==> config.mk <==
export PLATFORM = sky130hd
export DESIGN_NAME = sine_step_seq
export DESIGN_NICKNAME = d
export VERILOG_FILES = /design/src/rtl/sine_seq_pkg.sv /design/src/rtl/sine_phase_reg.sv /design/src/rtl/sine_code_rom.sv /design/src/rtl/sine_out_gate.sv /design/src/rtl/sine_step_seq.sv
export SDC_FILE = /design/constraint.sdc
export NUM_CORES = 1
export LEC_CHECK = 0
export BUFFER_PORTS_ARGS = -buffer_cell sky130_fd_sc_hd__buf_2
export CAP_MARGIN = 20
export CORE_MARGIN = 4
export CORE_UTILIZATION = 35
export DETAILED_ROUTE_END_ITERATION = 12
export GPL_ROUTABILITY_DRIVEN = 1
export GPL_TIMING_DRIVEN = 0
export PLACE_DENSITY = 0.52
export SYNTH_ARGS = -nofsm -noshare
export SYNTH_HDL_FRONTEND = slang
export SYNTH_SLANG_ARGS = --single-unit
==> constraint.sdc <==
create_clock -name clk -period 3.7 [get_ports clk]
set_input_delay 0.555 -clock clk [delete_from_list [all_inputs] [get_ports clk]]
set_output_delay 0.555 -clock clk [all_outputs]
set_load 0.02 [all_outputs]
==> src/rtl/sine_seq_pkg.sv <==
// Package: shared widths, phase constants and the phase-advance function
// used by the sequencer and its table builder.
// Assumes a 5-bit phase; the tap positions are fixed for that width.
package sine_seq_pkg;

    localparam int PH_W   = 5;
    localparam int CODE_W = 4;
    localparam int PH_NUM = 1 << PH_W;

    typedef logic [PH_W-1:0]   phase_t;
    typedef logic [CODE_W-1:0] code_t;

    localparam phase_t START_PH = 5'b00000;  // loop entry, sample 8
    localparam phase_t LAST_PH  = 5'b00001;  // predecessor of START_PH
    localparam phase_t TRIM_PH  = 5'b01000;  // jump point of the 29-step loop
    localparam code_t  MID_CODE = 4'd8;

    // Next phase: shift right, new bit on top. Base taps give a maximal
    // 31-state loop; the zero-detect term splices in 00000; the trim term
    // jumps from TRIM_PH straight to 10100, dropping three states.
    function automatic phase_t next_phase(input phase_t ph, input logic trim);
        logic fb;
        fb = ph[0] ^ ph[2] ^ (ph[PH_W-1:1] == '0);
        if (trim && (ph == TRIM_PH)) begin
            fb = ~fb;
        end
        return {fb, ph[PH_W-1:1]};
    endfunction

endpackage

==> src/rtl/sine_phase_reg.sv <==
// Phase register: holds the table address, parks it at START_PH while the
// tone is off, advances it on each step tick, and flags the wrap from
// LAST_PH back to START_PH. Assumes step_en is a single-cycle tick.
module sine_phase_reg
    import sine_seq_pkg::*;
#(
    parameter int NUM_PTS = 32
) (
    input  logic   clk,
    input  logic   rst_n,
    input  logic   run_en,
    input  logic   step_en,
    output phase_t phase_q,
    output logic   wrap_q
);

    localparam logic TRIM = (NUM_PTS == 29);

    phase_t phase_nx;

    // Select the phase to load at the next edge.
    always_comb begin
        if (!run_en) begin
            phase_nx = START_PH;
        end else if (step_en) begin
            phase_nx = next_phase(phase_q, TRIM);
        end else begin
            phase_nx = phase_q;
        end
    end

    // Phase state and one-clock wrap flag.
    always_ff @(posedge clk) begin
        if (!rst_n) begin
            phase_q <= START_PH;
            wrap_q  <= 1'b0;
        end else begin
            phase_q <= phase_nx;
            wrap_q  <= run_en && step_en && (phase_q == LAST_PH);
        end
    end

endmodule

==> src/rtl/sine_code_rom.sv <==
// Sample table: maps each phase to the sample of the position at which
// the loop visits it. The map is built at elaboration by walking the
// phase sequence from START_PH. Phases outside the loop read mid-scale.
// Equal codes on the rising and falling halves are left for synthesis
// to merge into shared decode terms.
module sine_code_rom
    import sine_seq_pkg::*;
#(
    parameter int NUM_PTS = 32
) (
    input  phase_t phase,
    output code_t  code
);

    localparam logic TRIM   = (NUM_PTS == 29);
    localparam int   MAP_W  = PH_NUM * CODE_W;

    // Wave points in visit order: floor(8.25 + 7.7*sin(2*pi*k/N)).
    localparam code_t WAVE_HI [PH_NUM] = '{
        4'd8,  4'd9,  4'd11, 4'd12, 4'd13, 4'd14, 4'd15, 4'd15,
        4'd15, 4'd15, 4'd15, 4'd14, 4'd13, 4'd12, 4'd11, 4'd9,
        4'd8,  4'd6,  4'd5,  4'd3,  4'd2,  4'd1,  4'd1,  4'd0,
        4'd0,  4'd0,  4'd1,  4'd1,  4'd2,  4'd3,  4'd5,  4'd6
    };
    localparam code_t WAVE_LO [PH_NUM] = '{
        4'd8,  4'd9,  4'd11, 4'd12, 4'd14, 4'd15, 4'd15, 4'd15,
        4'd15, 4'd15, 4'd14, 4'd13, 4'd12, 4'd10, 4'd9,  4'd7,
        4'd5,  4'd4,  4'd2,  4'd1,  4'd1,  4'd0,  4'd0,  4'd0,
        4'd1,  4'd2,  4'd3,  4'd5,  4'd6,  4'd8,  4'd8,  4'd8
    };

    // Walk the loop once and place each point at the phase it lands on.
    function automatic logic [MAP_W-1:0] build_map();
        logic [MAP_W-1:0] m;
        phase_t ph;
        for (int s = 0; s < PH_NUM; s++) begin
            m[s*CODE_W +: CODE_W] = MID_CODE;
        end
        ph = START_PH;
        for (int k = 0; k < NUM_PTS; k++) begin
            m[int'(ph)*CODE_W +: CODE_W] = TRIM ? WAVE_LO[k] : WAVE_HI[k];
            ph = next_phase(ph, TRIM);
        end
        return m;
    endfunction

    localparam logic [MAP_W-1:0] CODE_MAP = build_map();

    // Flat decode of the current phase.
    always_comb begin
        code = CODE_MAP[{phase, 2'b00} +: CODE_W];
    end

endmodule

==> src/rtl/sine_out_gate.sv <==
// Output gate: passes the table sample while the tone runs and holds the
// ladder at mid-scale while it is off. Purely combinational.
module sine_out_gate
    import sine_seq_pkg::*;
(
    input  logic  run_en,
    input  code_t code_in,
    output code_t code_out
);

    // Force mid-scale when the tone is off.
    always_comb begin
        code_out = run_en ? code_in : MID_CODE;
    end

endmodule

==> src/rtl/sine_step_seq.sv <==
// Top: stepped sine sequencer. NUM_PTS picks the 32-point loop or the
// trimmed 29-point loop. Assumes step_en comes from an external divider
// and that run_en is synchronous to clk.
module sine_step_seq
    import sine_seq_pkg::*;
#(
    parameter int NUM_PTS = 32
) (
    input  logic       clk,
    input  logic       rst_n,
    input  logic       run_en,
    input  logic       step_en,
    output logic [3:0] sample_code,
    output logic       cycle_start,
    output logic [4:0] phase_addr
);

    phase_t ph_q;
    logic   wrap_q;
    code_t  raw_code;

    sine_phase_reg #(.NUM_PTS(NUM_PTS)) u_phase (
        .clk     (clk),
        .rst_n   (rst_n),
        .run_en  (run_en),
        .step_en (step_en),
        .phase_q (ph_q),
        .wrap_q  (wrap_q)
    );

    sine_code_rom #(.NUM_PTS(NUM_PTS)) u_rom (
        .phase (ph_q),
        .code  (raw_code)
    );

    sine_out_gate u_gate (
        .run_en   (run_en),
        .code_in  (raw_code),
        .code_out (sample_code)
    );

    assign cycle_start = wrap_q;
    assign phase_addr  = ph_q;

endmodule

==> results.sh, run 1 <==
export IMPL_status="finished, final reports clean"
export IMPL_finalWirelength_um=1450
export IMPL_critical_path_slowest_cell="dfxtp_1"
export IMPL_die_w_um=49.8
export IMPL_die_y_um=49.8
export IMPL_ys_seq_area_share_pct=19.6
export IMPL_crit_family="flip-flops"
export IMPL_dp_slack_ns=1.37
export IMPL_drive_gt1_share_pct=25.6
export IMPL_numCtsBuffers=3
export IMPL_worst_slack_ns=1.11
export IMPL_fillCellCount=169
export IMPL_overflow=0
export IMPL_worstPathMaxFanout=12
export IMPL_synthDistinctLibCells=35
export IMPL_start_util_pct=38.8
export IMPL_io_pins=14
export IMPL_clockBufferDepth=2
export IMPL_fin_area_um2=714
export IMPL_multi_input_area_um2=419
export IMPL_post_cts_setup_buffers=0
export IMPL_synth_top_cell_area_share_pct=19.6
export IMPL_path_buf_inv=2
export IMPL_cp_end_kind="output port"
export IMPL_drc=0
export IMPL_crit_type="register to output port"
export IMPL_pwr_share_seq_pct=43.8
export IMPL_path_cells="inv_1 -> ha_1 -> nand3b_1 -> a21oi_1 -> a311oi_1 -> buf_2"
export IMPL_via_count=605
export IMPL_ctsHtreeMaxLevel=1
export IMPL_clkSinkCount=6
export IMPL_hold_class="input port to register"
export IMPL_cpPeakStageDelay_ns=0.54
export IMPL_tritoncts="done"
export IMPL_fmaxAchievable_mhz=386
export IMPL_die_area_um2=2480
export IMPL_yosys_warnings=0
export IMPL_synth_area_top_cells="dfxtp_1 20%, ha_1 14%, mux2i_1 8.2%"
export IMPL_worstSetupPathDepth=6
export IMPL_n_antenna_cell=0
export IMPL_clk_latency_ns=0.24
export IMPL_hp_start="rst_n"
export IMPL_gp_congestion=0.841
export IMPL_final_min_clock_period_ns=2.59
export IMPL_timing_critical_path_arrival_ns=2.04
export IMPL_synth_nets=86
export IMPL_tightest_slew_ns=0.493
export IMPL_finalSetupViolCount=0
export IMPL_hpwl_um=1040
export IMPL_syn_inst=75
export IMPL_required_ns=3.14
export IMPL_hold_path_depth=3
export IMPL_grt_pass1_wl_um=2490
export IMPL_vias_per_cell=5.71
export IMPL_power_share_combinational_pct=16.7
export IMPL_ctsResizeCount=0
export IMPL_rsz0062_at_grt="no"
export IMPL_startpoint_type="register"
export IMPL_register_area_um2=120
export IMPL_layout_nets=103
export IMPL_startpoint="u_phase.phase_q[0]"
export IMPL_post_drt_wl_per_cell_um=13.7
export IMPL_first_global_vias=544
export IMPL_clk_transition_reported_paths_ns=0.04
export IMPL_ys_ff_latch=6
export IMPL_maxSlewViolCount=0
export IMPL_syn_area_um2=612
export IMPL_ant_nets=0
export IMPL_clock_skew_ns=0.00121
export IMPL_num_rows=14
export IMPL_syn_to_final_growth_pct=16.8
export IMPL_p_leak_nw=0.329
export IMPL_core_area_um2=1580
export IMPL_p_per_area_nw_per_um2=211
export IMPL_setup_tns_ns=0
export IMPL_portBuffers=12
export IMPL_grt_total_usage_pct=12.9
export IMPL_hold_viol_final=0
export IMPL_first_pass_iters=4
export IMPL_p_sw_mw=0.0378
export IMPL_avgSynthCellArea_um2=8.16
export IMPL_synth_top_area_cell="dfxtp_1"
export IMPL_antenna_found_initial=0
export IMPL_cts_hold_buf=0
export IMPL_max_cap_violations=0
export IMPL_p_int_mw=0.113
export IMPL_reg2reg_from="u_phase.phase_q[0]"
export IMPL_cts_root_buffer_cell="clkbuf_4"
export IMPL_drtIter0Drc=12
export IMPL_grt_max_degree=13
export IMPL_clockPowerShare_pct=39.5
export IMPL_slew_headroom_pct=67.1
export IMPL_peakVddDrop_mv=0.163
export IMPL_postPlaceCellArea_um2=692
export IMPL_finalCritPeriodShare_pct=70.1
export IMPL_reg2reg_depth=3
export IMPL_p_sw_share_pct=25.1
-- layout by cell type, fill, tap and decap left out, types with 2 or more instances in the layout --
master    instances
buf_2            13
ha_1              7
inv_1             6
nor2_1            6
dfxtp_1           6
a21oi_1           5
nand2_1           5
mux2i_1           5
clkbuf_4          3
buf_6             2
clkbuf_1          2
buf_4             2
nand2b_1          2
o21ai_0           2
nand3b_1          2
a211oi_1          2
-- Yosys cell counts (all sizes together) --
| master | number |
|---|---|
| or4 | 1 |
| a311o | 1 |
| clkbuf | 2 |
| nand4 | 1 |
| dfxtp | 6 |
| nor2b | 1 |
| or3b | 1 |
| a21oi | 5 |
| mux2i | 5 |
| nor2 | 6 |
| nor3 | 1 |
| xnor2 | 1 |
| a41oi | 2 |
| nand2b | 2 |
| a2bb2oi | 1 |
| o311ai | 1 |
| ha | 7 |
| nor3b | 1 |
| a22oi | 1 |
| nand2 | 5 |
| buf | 5 |
| o221a | 1 |
| and2b | 1 |
| inv | 6 |
| nand3b | 2 |
| o21ai | 3 |
| a311oi | 1 |
| o31ai | 1 |
| or2 | 1 |
| a211oi | 2 |
| nor4 | 1 |
-- power groups by stage --
stage | combinational, mW | sequential (mW) | clock (mW)
final | 0.0251 | 0.0660 | 0.0595
after global routing | 0.0277 | 0.0659 | 0.0685
after CTS | 0.0253 | 0.0659 | 0.0633
after detailed placement | 0.0251 | 0.0671 | 0
after global placement | 0.0253 | 0.0671 | 0
after floorplan | 0.0175 | 0.0681 | 0
-- worst register-to-register path: stages, from the launching register on --
cell	delay [ns]
dfxtp_1	0.54
or3b_1	0.41
a21oi_1	0.15
a211oi_1	0.06
-- flip-flops by register name, summed over array words and instances, names as in the netlist --
| signal | count |
|---|---|
| u_phase.phase_q | 5 |
| u_phase.wrap_q | 1 |
-- through the flow --
stage / power [mW] / std cells / hold slack [ns] / utilization, %
2_1_floorplan: 0.0855 / 75 / 0.693 / -
4_1_cts: 0.155 / 106 / 0.577 / 45.3
3_5_place_dp: 0.0922 / 103 / 0.668 / 43.9
5_1_grt: 0.162 / 106 / 0.610 / 45.3
6_report: 0.151 / 106 / 0.584 / 45.3
3_3_place_gp: 0.0924 / 103 / 0.672 / 43.9
-- routing by layer --
layer / vias up / track usage, % / routed length (um)
met5: - / 0 / 0
met1: 279 / 17.7 / 751
met2: 21 / 17.4 / 575
met4: 0 / 4.15 / 13
met3: 5 / 6.33 / 108
li1: 300 / - / -
-- cell families (layout without fill, tap and decap cells) --
| group | Yosys count | count (layout) | synth area share, % |
|---|---|---|---|
| simple gates | 24 | 24 | 21.3 |
| compound gates | 19 | 19 | 23.3 |
| buf+inv | 13 | 28 | 11.9 |
| fa+ha+maj | 7 | 7 | 14.3 |
| flops | 6 | 6 | 19.6 |
| mux | 5 | 5 | 8.18 |
| xor+xnor | 1 | 1 | 1.43 |
-- final timing paths --
check | to | slack, ns
max reg2reg | u_phase.phase_q[4] | 2.40
min reg2reg | u_phase.phase_q[0] | 0.68
min | u_phase.wrap_q | 0.58
max | sample_code[2] | 1.11
-- cell type report --
type / count / share of cell area (%)
Tap cell: 16 / 2.80
Multi-Input combinational cell: 56 / 58.7
Clock buffer: 3 / 3.15
Sequential cell: 6 / 16.8
Inverter: 6 / 3.15
Timing Repair Buffer: 12 / 8.41
Buffer: 7 / 7.01
(Power assumes the default switching activity.)
==> inputs of run 2 (changes only) <==
--- a/config.mk
+++ b/config.mk
@@ -5,6 +5,7 @@
 export SDC_FILE = /design/constraint.sdc
 export NUM_CORES = 1
 export LEC_CHECK = 0
+export ABC_AREA = 1
 export BUFFER_PORTS_ARGS = -buffer_cell sky130_fd_sc_hd__buf_2
 export CAP_MARGIN = 20
 export CORE_MARGIN = 4
@@ -12,7 +13,7 @@
 export DETAILED_ROUTE_END_ITERATION = 12
 export GPL_ROUTABILITY_DRIVEN = 1
 export GPL_TIMING_DRIVEN = 0
-export PLACE_DENSITY = 0.52
+export PLACE_DENSITY = 0.54
 export SYNTH_ARGS = -nofsm -noshare
 export SYNTH_HDL_FRONTEND = slang
 export SYNTH_SLANG_ARGS = --single-unit
==> constraint.sdc (replaced) <==
create_clock -name clk -period 2.2 [get_ports clk]
set_input_delay 0.33 -clock clk [delete_from_list [all_inputs] [get_ports clk]]
set_output_delay 0.33 -clock clk [all_outputs]
set_load 0.02 [all_outputs]
==> run 2 against run 1 <==
  * Core utilization fell by 0.97 points
  * Synthesized cell count increased by 39%
  * Setup slack got worse by 0.92 ns
  * Die area is 3.3% higher
  * Largest cell class unchanged
  * Critical path type unchanged
==> results.sh, run 2 <==
export IMPL_reg2reg_from="u_phase.phase_q[3]"
export IMPL_antenna_found_initial=0
export IMPL_io_pins=14
export IMPL_max_cap_violations=0
export IMPL_yosysMostFrequentCell="nand2_1"
export IMPL_synth_top_cell_area_share_pct=18.9
export IMPL_portBuffers=12
export IMPL_startpoint="u_phase.phase_q[1]"
export IMPL_die_y_um=50.6
export IMPL_layout_common_cells="31 x nand2_1, 13 x nor2_1, 13 x buf_2, 12 x nand3_1, 8 x inv_1"
export IMPL_ctsHtreeMaxLevel=1
export IMPL_ys_ff_latch=6
export IMPL_rsz0062_at_grt="no"
export IMPL_timing_critical_path_arrival_ns=1.69
export IMPL_top_regs="u_phase.phase_q x5, u_phase.wrap_q x1"
export IMPL_grt_total_usage_pct=12.6
export IMPL_peakVddDrop_mv=0.396
export IMPL_pwr_share_seq_pct=38.1
export IMPL_tightest_slew_ns=0.230
export IMPL_p_int_mw=0.207
export IMPL_gp_congestion=0.818
export IMPL_layout_nets=133
export IMPL_die_area_um2=2560
export IMPL_grt_pass1_wl_um=2500
export IMPL_core_area_um2=1730
export IMPL_cp_common_cell="nand3_1"
export IMPL_required_ns=1.87
export IMPL_drive_gt1_share_pct=26.7
export IMPL_yosys_warnings=0
export IMPL_final_min_clock_period_ns=2.02
export IMPL_clockBufferDepth=2
export IMPL_p_sw_mw=0.0980
export IMPL_rrSetupSlack_ns=1.12
export IMPL_power_share_combinational_pct=29.8
export IMPL_synth_top_area_cell="dfxtp_1"
export IMPL_clkSinkCount=6
export IMPL_maxSlewViolCount=0
export IMPL_hp_start="step_en"
export IMPL_synth_area_top_cells="dfxtp_1 19%, nand2_1 18%, ha_1 14%"
export IMPL_hpwl_um=1170
export IMPL_path_cells="clkinvlp_4 -> ha_1 -> nand2_1 -> nand3_1 -> nand3_1 -> a21oi_2 -> buf_2"
export IMPL_final_util_pct=44.3
export IMPL_slew_headroom_pct=84.6
export IMPL_path_buf_inv=2
export IMPL_finalSetupViolCount=0
export IMPL_syn_area_um2=636
export IMPL_first_global_vias=577
export IMPL_syn_inst=104
export IMPL_worstPathMaxFanout=9
export IMPL_clock_skew_ns=0.00366
export IMPL_layout_commonest_cell="nand2_1"
export IMPL_start_util_pct=36.8
export IMPL_synthDistinctLibCells=21
export IMPL_cpPeakStageDelay_ns=0.40
export IMPL_setup_tns_ns=0
export IMPL_regMostFlops="u_phase.phase_q"
export IMPL_drc=0
export IMPL_hold_class="input port to register"
export IMPL_p_leak_nw=0.413
export IMPL_n_antenna_cell=0
export IMPL_yosys_top_cells_count="31 x nand2_1, 13 x nor2_1, 12 x nand3_1"
export IMPL_crit_family="flip-flops"
export IMPL_post_drt_wl_per_cell_um=10.3
export IMPL_hold_viol_final=0
export IMPL_synth_nets=115
export IMPL_overflow=0
export IMPL_status="finished, final reports clean"
export IMPL_cts_hold_buf=0
export IMPL_crit_type="register to output port"
export IMPL_clk_latency_ns=0.24
export IMPL_cp_end_kind="output port"
export IMPL_synthFlopType="dfxtp_1"
export IMPL_drtIter0Drc=25
export IMPL_synth_edf_count=0
export IMPL_vias_per_cell=4.62
export IMPL_cts_root_buffer_cell="clkbuf_4"
export IMPL_fmaxAchievable_mhz=496
export IMPL_largest_reg_flops=5
export IMPL_p_sw_share_pct=32.1
export IMPL_finalCritPeriodShare_pct=91.7
export IMPL_clk_transition_reported_paths_ns=0.04
export IMPL_avgSynthCellArea_um2=6.11
export IMPL_syn_to_final_growth_pct=20.5
export IMPL_critical_path_slowest_cell="dfxtp_4"
export IMPL_ant_nets=0
export IMPL_startpoint_type="register"
export IMPL_grt_max_degree=11
export IMPL_finalWirelength_um=1500
export IMPL_ys_async_sr_fraction_pct=0
export IMPL_ys_seq_area_share_pct=18.9
export IMPL_die_w_um=50.6
export IMPL_clockPowerShare_pct=32.1
export IMPL_num_rows=15
export IMPL_tritoncts="done"
export IMPL_first_pass_iters=4
export IMPL_p_per_area_nw_per_um2=398
export IMPL_numCtsBuffers=3
export IMPL_via_count=670
[run 2: area by class of cell]
class                      instances  area, um2
clock buffer                       3       22.5
buffer                             5       42.5
timing repair buffer              13       67.6
multi-input combinational         81        425
tap                               25       31.3
sequential                         6        125
fill                             197        961
inverter                          12       51.3
[run 2: per-layer routing]
metal / track usage (%) / vias up / wire length, um
met5: 0 / - / 0
met4: 3.59 / 0 / 0
met3: 2.97 / 0 / 79
met2: 19.1 / 17 / 653
met1: 17.6 / 288 / 762
li1: - / 365 / -
[run 2: what timing repair did]
action / in CTS / in global routing
gates resized for setup: 1 / 3
endpoints found under the setup margin: 1 / 4
setup buffers: 0 / 1
hold endpoints to repair: 0 / 0
[run 2: power groups by stage]
stage / Clock (mW) / Combinational (mW) / Sequential (mW)
6_report: 0.0979 / 0.0909 / 0.116
5_1_grt: 0.111 / 0.102 / 0.117
4_1_cts: 0.100 / 0.0899 / 0.117
3_5_place_dp: 0 / 0.0897 / 0.119
3_3_place_gp: 0 / 0.0900 / 0.118
2_1_floorplan: 0 / 0.0634 / 0.122
[run 2: kinds of logic (layout without fill, tap and decap cells)]
group | after synthesis | count (layout) | share of synthesized area [%]
AO/OA/AOI/OAI | 11 | 11 | 10.8
adder cells (fa/ha/maj) | 7 | 7 | 13.8
buffers and inverters | 17 | 33 | 14.2
flip-flops | 6 | 6 | 18.9
AND/OR/NAND/NOR | 63 | 63 | 42.3
[run 2: metrics by stage]
step	total power [mW]	area [um2]	setup slack (ns)	hold WS (ns)	instances
global route	0.330	766	0.0177	0.411	145
floorplan	0.186	636	0.279	0.560	104
detailed placement	0.208	727	0.240	0.578	141
global placement	0.208	727	0.256	0.575	141
finish	0.305	766	0.182	0.405	145
CTS	0.307	751	0.0778	0.403	144
[run 2: final timing paths]
kind / end / depth (start not counted)
worst max-delay path: sample_code[0] / 7
worst min-delay path: u_phase.phase_q[1] / 2
worst max register to register: u_phase.phase_q[4] / 7
worst min register to register: u_phase.phase_q[0] / 2
